File: src/rtl/gpio_port_pkg.sv
package gpio_port_pkg;

  typedef enum logic [1:0] {
    TRIG_RISE  = 2'd0,
    TRIG_FALL  = 2'd1,
    TRIG_BOTH  = 2'd2,
    TRIG_LEVEL = 2'd3
  } trig_e;

  localparam int unsigned BUS_W = 32;

  localparam logic [1:0] W_DATA = 2'd0;
  localparam logic [1:0] W_DIR  = 2'd1;
  localparam logic [1:0] W_MASK = 2'd2;
  localparam logic [1:0] W_CAP  = 2'd3;

  typedef struct packed {
    logic data;
    logic dir;
    logic mask;
    logic cap;
  } wr_strobe_t;

endpackage

File: src/rtl/gpio_sync.sv
module gpio_sync #(
  parameter int W      = 32,
  parameter int STAGES = 2
) (
  input  logic         clk,
  input  logic         rst_n,
  input  logic [W-1:0] d,
  output logic [W-1:0] q
);
  logic [W-1:0] stg [STAGES];

  always_ff @(posedge clk or negedge rst_n) begin
    if (!rst_n) begin
      for (int i = 0; i < STAGES; i++) stg[i] <= '0;
    end else begin
      stg[0] <= d;
      for (int i = 1; i < STAGES; i++) stg[i] <= stg[i-1];
    end
  end

  assign q = stg[STAGES-1];
endmodule

File: src/rtl/gpio_edge_cap.sv
module gpio_edge_cap
  import gpio_port_pkg::*;
#(
  parameter int    W    = 32,
  parameter trig_e TRIG = TRIG_RISE
) (
  input  logic         clk,
  input  logic         rst_n,
  input  logic [W-1:0] lvl,
  input  logic [W-1:0] clr,
  output logic [W-1:0] edge_hit,
  output logic [W-1:0] cap
);
  localparam bit RISE_EN = (TRIG == TRIG_RISE) || (TRIG == TRIG_BOTH);
  localparam bit FALL_EN = (TRIG == TRIG_FALL) || (TRIG == TRIG_BOTH);
  localparam bit CAP_EN  = (TRIG != TRIG_LEVEL);

  logic [W-1:0] prev_q;
  logic [W-1:0] rise_v, fall_v;
  logic [W-1:0] cap_r;

  always_ff @(posedge clk or negedge rst_n) begin
    if (!rst_n) prev_q <= '0;
    else        prev_q <= lvl;
  end

  assign rise_v   = lvl & ~prev_q;
  assign fall_v   = ~lvl & prev_q;
  assign edge_hit = (RISE_EN ? rise_v : '0) | (FALL_EN ? fall_v : '0);

  // a clear loses against an edge in the same cycle
  always_ff @(posedge clk or negedge rst_n) begin
    if (!rst_n) cap_r <= '0;
    else        cap_r <= (cap_r & ~clr) | edge_hit;
  end

  generate
    if (CAP_EN) begin : g_cap
      assign cap = cap_r;
    end else begin : g_nocap
      assign cap = '0;
    end
  endgenerate
endmodule

File: src/rtl/gpio_regs.sv
module gpio_regs
  import gpio_port_pkg::*;
#(
  parameter int W = 32
) (
  input  logic             clk,
  input  logic             rst_n,
  input  logic             sel,
  input  logic             wr,
  input  logic [1:0]       word,
  input  logic [BUS_W-1:0] wdata,
  input  logic [W-1:0]     lvl,
  input  logic [W-1:0]     cap,
  output logic [W-1:0]     out_q,
  output logic [W-1:0]     dir_q,
  output logic [W-1:0]     mask_q,
  output logic [W-1:0]     cap_clr,
  output logic [BUS_W-1:0] rdata
);
  wr_strobe_t   stb;
  logic [W-1:0] wbits;
  logic [W-1:0] rsel;
  logic         rd_en;

  assign wbits    = wdata[W-1:0];
  assign stb.data = sel && wr && (word == W_DATA);
  assign stb.dir  = sel && wr && (word == W_DIR);
  assign stb.mask = sel && wr && (word == W_MASK);
  assign stb.cap  = sel && wr && (word == W_CAP);
  assign cap_clr  = stb.cap ? wbits : '0;

  always_ff @(posedge clk or negedge rst_n) begin
    if (!rst_n) begin
      out_q  <= '0;
      dir_q  <= '0;
      mask_q <= '0;
    end else begin
      if (stb.data) out_q  <= wbits;
      if (stb.dir)  dir_q  <= wbits;
      if (stb.mask) mask_q <= wbits;
    end
  end

  assign rd_en = sel && !wr;

  always_comb begin
    unique case (word)
      W_DATA:  rsel = lvl;
      W_DIR:   rsel = dir_q;
      W_MASK:  rsel = mask_q;
      default: rsel = cap;
    endcase
  end

  assign rdata = rd_en ? BUS_W'(rsel) : '0;
endmodule

File: src/rtl/gpio_edge_port.sv
module gpio_edge_port
  import gpio_port_pkg::*;
#(
  parameter int    NPINS       = 32,
  parameter trig_e TRIG        = TRIG_RISE,
  parameter int    SYNC_STAGES = 2
) (
  input  logic             clk,
  input  logic             rst_n,
  input  logic             bus_sel,
  input  logic             bus_wr,
  input  logic [1:0]       bus_word,
  input  logic [BUS_W-1:0] bus_wdata,
  output logic [BUS_W-1:0] bus_rdata,
  input  logic [NPINS-1:0] pin_in,
  output logic [NPINS-1:0] pin_out,
  output logic [NPINS-1:0] pin_oe,
  output logic             irq
);
  localparam bit LEVEL_MODE = (TRIG == TRIG_LEVEL);

  logic [NPINS-1:0] lvl_sync;
  logic [NPINS-1:0] edge_hit;
  logic [NPINS-1:0] cap_q;
  logic [NPINS-1:0] cap_clr;
  logic [NPINS-1:0] out_q, dir_q, mask_q;
  logic [NPINS-1:0] irq_src;

  gpio_sync #(.W(NPINS), .STAGES(SYNC_STAGES)) u_sync (
    .clk(clk), .rst_n(rst_n), .d(pin_in), .q(lvl_sync)
  );

  gpio_edge_cap #(.W(NPINS), .TRIG(TRIG)) u_edge (
    .clk(clk), .rst_n(rst_n), .lvl(lvl_sync), .clr(cap_clr),
    .edge_hit(edge_hit), .cap(cap_q)
  );

  gpio_regs #(.W(NPINS)) u_regs (
    .clk(clk), .rst_n(rst_n), .sel(bus_sel), .wr(bus_wr), .word(bus_word),
    .wdata(bus_wdata), .lvl(lvl_sync), .cap(cap_q),
    .out_q(out_q), .dir_q(dir_q), .mask_q(mask_q),
    .cap_clr(cap_clr), .rdata(bus_rdata)
  );

  assign pin_out = out_q;
  assign pin_oe  = dir_q;
  assign irq_src = LEVEL_MODE ? lvl_sync : cap_q;
  assign irq     = |(irq_src & mask_q);
endmodule

File: config.mk
export PLATFORM = sky130hd
export DESIGN_NAME = gpio_edge_port
export DESIGN_NICKNAME = d
export VERILOG_FILES = /design/src/rtl/gpio_port_pkg.sv /design/src/rtl/gpio_sync.sv /design/src/rtl/gpio_edge_cap.sv /design/src/rtl/gpio_regs.sv /design/src/rtl/gpio_edge_port.sv
export SDC_FILE = /design/constraint.sdc
export NUM_CORES = 1
export LEC_CHECK = 0
export ABC_AREA = 1
export BUFFER_PORTS_ARGS = -buffer_cell sky130_fd_sc_hd__buf_2
export CAP_MARGIN = 20
export CELL_PAD_IN_SITES_DETAIL_PLACEMENT = 0
export CELL_PAD_IN_SITES_GLOBAL_PLACEMENT = 1
export CORE_MARGIN = 2
export CORE_UTILIZATION = 42
export DETAILED_ROUTE_END_ITERATION = 12
export GPL_TIMING_DRIVEN = 0
export PLACE_DENSITY = 0.9
export SYNTH_ARGS = -nofsm -noshare
export SYNTH_HDL_FRONTEND = slang
export SYNTH_HIERARCHICAL = 1
export SYNTH_SLANG_ARGS = --single-unit
File: constraint.sdc
create_clock -name clk -period 1.5 [get_ports clk]
set_clock_uncertainty 0.2 [all_clocks]
set_input_delay 0.3 -clock clk [delete_from_list [all_inputs] [get_ports clk]]
set_output_delay 0.3 -clock clk [all_outputs]
set_load 0.05 [all_outputs]
# Word level (Yosys, flattened, before mapping)
# Cells that the tools add are included.
# word_totals
register_bits	224
output_inout_bits	97
wordCells	28
# op_classes
n_eq_ne	3
mux	3
bitwise_logic	6
reduce_logical	9
# op_table
operator	n
$and 32x32->32	3
$pmux 32 s3	1
$mux 32	2
$not 32->32	2
$or 32x32->32	1
$reduce_or 32->1	1
$logic_and 1x1->1	6
$eq 2x2->1 const B	2
$eq 2x1->1 const B	1
$logic_not 2->1	1
$logic_not 1->1	1

# Depth between registers and ports, before layout
# logic_depth
depth_word	6
depth_mapped	8
depth_no_buf	7

# Cells and area by module
# Netlist, hierarchy kept.
# by_module_without_submodules
module	instances	cells_per_inst	area_per_inst_um2	seq_area_each_um2
gpio_regs	1	664	5137.4	2402.3
gpio_edge_cap	1	256	2402.3	1601.5
gpio_sync	1	96	1841.8	1601.5
gpio_edge_port	1	63	236.5	0.0

# Worst setup path before layout
# No wires, ideal clock.
# synth_timing
path_type	input-to-output
from	input port bus_word[0]
to	output port bus_rdata[10]
arrival_ps	1224
t_required_ps	1000
path_slack_ps	-224
stages	7
cell_sequence	buf_6 -> inv_2 -> buf_2 -> nand3_1 -> nand3_1 -> nand2_1 -> inv_1
# synth_via
elab_chain_cells	3
# synth_lines
item	line	text
from (decl)	gpio_edge_port.sv:12	input logic [1:0] bus_word,
$eq 2x2->1 (tied with other cells)	gpio_regs.sv:47	unique case (word)
$pmux 32 s3 (*)	gpio_regs.sv:47	
$mux 32 (*)	gpio_regs.sv:55	assign rdata = rd_en ? BUS_W'(rsel) : '0;
to (decl)	gpio_edge_port.sv:14	output logic [BUS_W-1:0] bus_rdata,
# Every way passes the cells marked *; elsewhere a longest branch is shown, timed or not.

# Worst setup path in the final report
# layout_timing
from	register u_edge.cap_r[8], in the netlist u_edge/cap[8]
to	output port irq
# layout_via
elab_chain_cells	2
# layout_lines
item	line	text
from (decl)	gpio_edge_cap.sv:20	logic [W-1:0] cap_r;
from (signal assigned)	gpio_edge_cap.sv:34	else cap_r <= (cap_r & ~clr) | edge_hit;
$and 32x32->32	gpio_edge_port.sv:48	assign irq = |(irq_src & mask_q);
$reduce_or 32->1	gpio_edge_port.sv:48	
to (decl)	gpio_edge_port.sv:18	output logic irq
# No other way between the ends.

==> out/qor.yml <==
status:
  status: "complete, but fails checks"
  violations: "negative hold slack, negative setup slack"
sta:
  rsz0062_at_grt: "yes"
  max_freq_mhz: 469
  worst_pin_slew_ns: 0.816
  post-route-min-period_ns: 2.13
  fin_crit_sh_pct: 142
  fin_hold_ws_ns: -0.372
  fin_ws_ns: -0.631
  drv_slew: 0
  slew_headroom_pct: 45.6
  finalSetupViolCount: 97
  hold_viol_final: 104
placement:
  finalWeightedCongestion: 0.851
  portBuffers: 164
  hpwl_mm: 17.0
  dpl-instance-area_um2: 10900
critical_path:
  endpoint_kind: "output pin"
  crit_slowest_cell: "dfrtp_1"
  r2r_start: "u_edge/cap[29]"
  path_depth: 7
  cp-startpoint: "u_edge/cap[8]"
  critical_path.max_stage_delay_ns: 0.41
  worst_setup_path_start_kind: "flip-flop"
  arrival_ns: 1.63
  ff2ff_path_depth: 5
  worst-setup-path-type: "reg -> out"
  crit_buf_inv: 1
  rrSetupSlack_ns: 0.30
  crit_end: "irq"
  cp_top_family: "simple AND/OR/NAND/NOR gates"
  path_cells: "nand2_2, nand2_1, nor2_1, nand2_1, nor2_2, nand2_2, buf_6"
  r2r_end: "u_edge/cap[29]"
  crit_required_ns: 1.00
  cp_max_fo: 3
global_route:
  grt_pass1_vias: 7862
  grt_pass1_wl_mm: 42.8
  grt_overflow: 0
  grt_antenna_before_repair: 0
  grt_max_degree: 121
  gr-usage-all-layers_pct: 23.1
floorplanning:
  coreArea_um2: 22400
  rows: 55
  die_area_um2: 23800
  die_w_um: 154
  io_pins: 167
  initial_utilization_pct: 42.3
  die_h_um: 154
detailed_routing:
  routedWlPerCell_um: 17.0
  wl_mm: 27.7
  dr.pass1.iters: 4
  drcViolationCount: 0
  dr_total_vias: 7804
  ant_nets: 0
  vias_per_cell: 4.78
  drt_iter0_markers: 483
clock_tree:
  postCtsHoldBufs: 64
  numCtsBuffers: 24
  h-tree-depth: 1
  clk_pin_slew_worst_paths_ns: 0.06
  cts_tree: "done"
  cts.sinks: 224
  clk-insertion-delay-late_ns: 0.51
  cts_buffer_depth: 3
  cts_root_buffer: "clkbuf_16"
final_layout:
  diodes: 0
  nNetsFinal: 1400
  area_growth_pct: 46.4
  fin_area_um2: 13900
  post-route-util_pct: 62.0
  drive_gt1_share_pct: 40.7
power:
  vdd_drop_max_mv: 0.913
  p_leak_nw: 6.64
  power_mw: 18.4
  power_per_cell_area_nw_per_um2: 1330
synthesis:
  syn_nets: 1117
  yosysWarnings: 6
  synth.cell_area_um2: 9500
  syn_inst: 1047
  synth_area_per_cell_um2: 9.07
run:
  max_cap_violations: 0
hold_path:
  hp-class: "in -> async"
[how the worst min path moves through the flow]
stage	from	endpoint	slack, ns	depth (start not counted)
after floorplan	rst_n	u_edge/cap[0]	-0.20	0
after global placement	u_sync/stg[36]	u_sync/q[4]	0.13	0
after detailed placement	u_sync/stg[58]	u_sync/q[26]	0.13	0
after CTS	rst_n	u_edge/cap[26]	-0.34	1
after global routing	rst_n	u_sync/q[24]	-0.31	1
final	rst_n	u_sync/q[24]	-0.37	1
[area by class of cell]
class	count	area, um2
clock inverter	9	125
inverter	132	608
clock buffer	35	713
fill	1793	8530
multi-input combinational	615	3190
tap	285	357
buffer	47	403
timing repair buffer	286	2870
sequential	224	5640
[where the power goes]
group,internal (mW),switching [mW]
sequential,6.74,0.527
clock,3.81,2.38
combinational,2.07,2.92
[state kept, by name, indices dropped and copies added, names as in the netlist]
name           cells
u_regs/out_q      32
u_edge/prev_q     32
u_sync/stg        32
u_sync/q          32
u_edge/cap        32
u_regs/mask_q     32
u_regs/dir_q      32
[layer usage]
metal | track usage [%] | vias to the layer above | wire length [um]
met5 | 0 | - | 0
met4 | 7.72 | 0 | 904
met3 | 3.89 | 62 | 1590
met2 | 38.3 | 252 | 13300
met1 | 31.2 | 3732 | 11900
li1 | - | 3758 | -
[what timing repair did]
action                                  4_1_cts  5_1_grt
resized for setup                           359       69
endpoints found under the hold margin       229      104
pin swaps                                    60       40
endpoints found under the setup margin       97       97
buffers inserted                             35       31
[per-stage QoR]
| step | setup TNS, ns | instances | worst slack [ns] |
|---|---|---|---|
| after global placement | -926.44 | 1496 | -4.40 |
| final | -23.33 | 1633 | -0.631 |
| after CTS | -23.71 | 1612 | -0.656 |
| after detailed placement | -50.77 | 1497 | -0.661 |
| after global routing | -27.46 | 1633 | -0.743 |
| after floorplan | -4.57 | 1047 | -0.160 |
[cell usage in the layout (no fill, tap or decap), types with 3 or more instances in the layout]
cell type,n
nor2_4,4
nor2_1,88
o21ai_0,30
o21ai_1,37
clkbuf_1,7
buf_12,3
nor2_2,14
nand2_1,233
clkbuf_2,5
dlygate4sd3_1,64
clkinv_2,4
clkbuf_8,5
dfrtp_2,28
inv_1,97
buf_4,32
dfrtp_1,196
buf_2,76
buf_6,93
nand2_2,78
clkbuf_16,25
nand3_1,47
buf_8,56
nand3_2,18
bufinv_16,3
inv_2,5
clkinvlp_4,32
o21ai_2,61
Power figures use the tool's default switching activity.
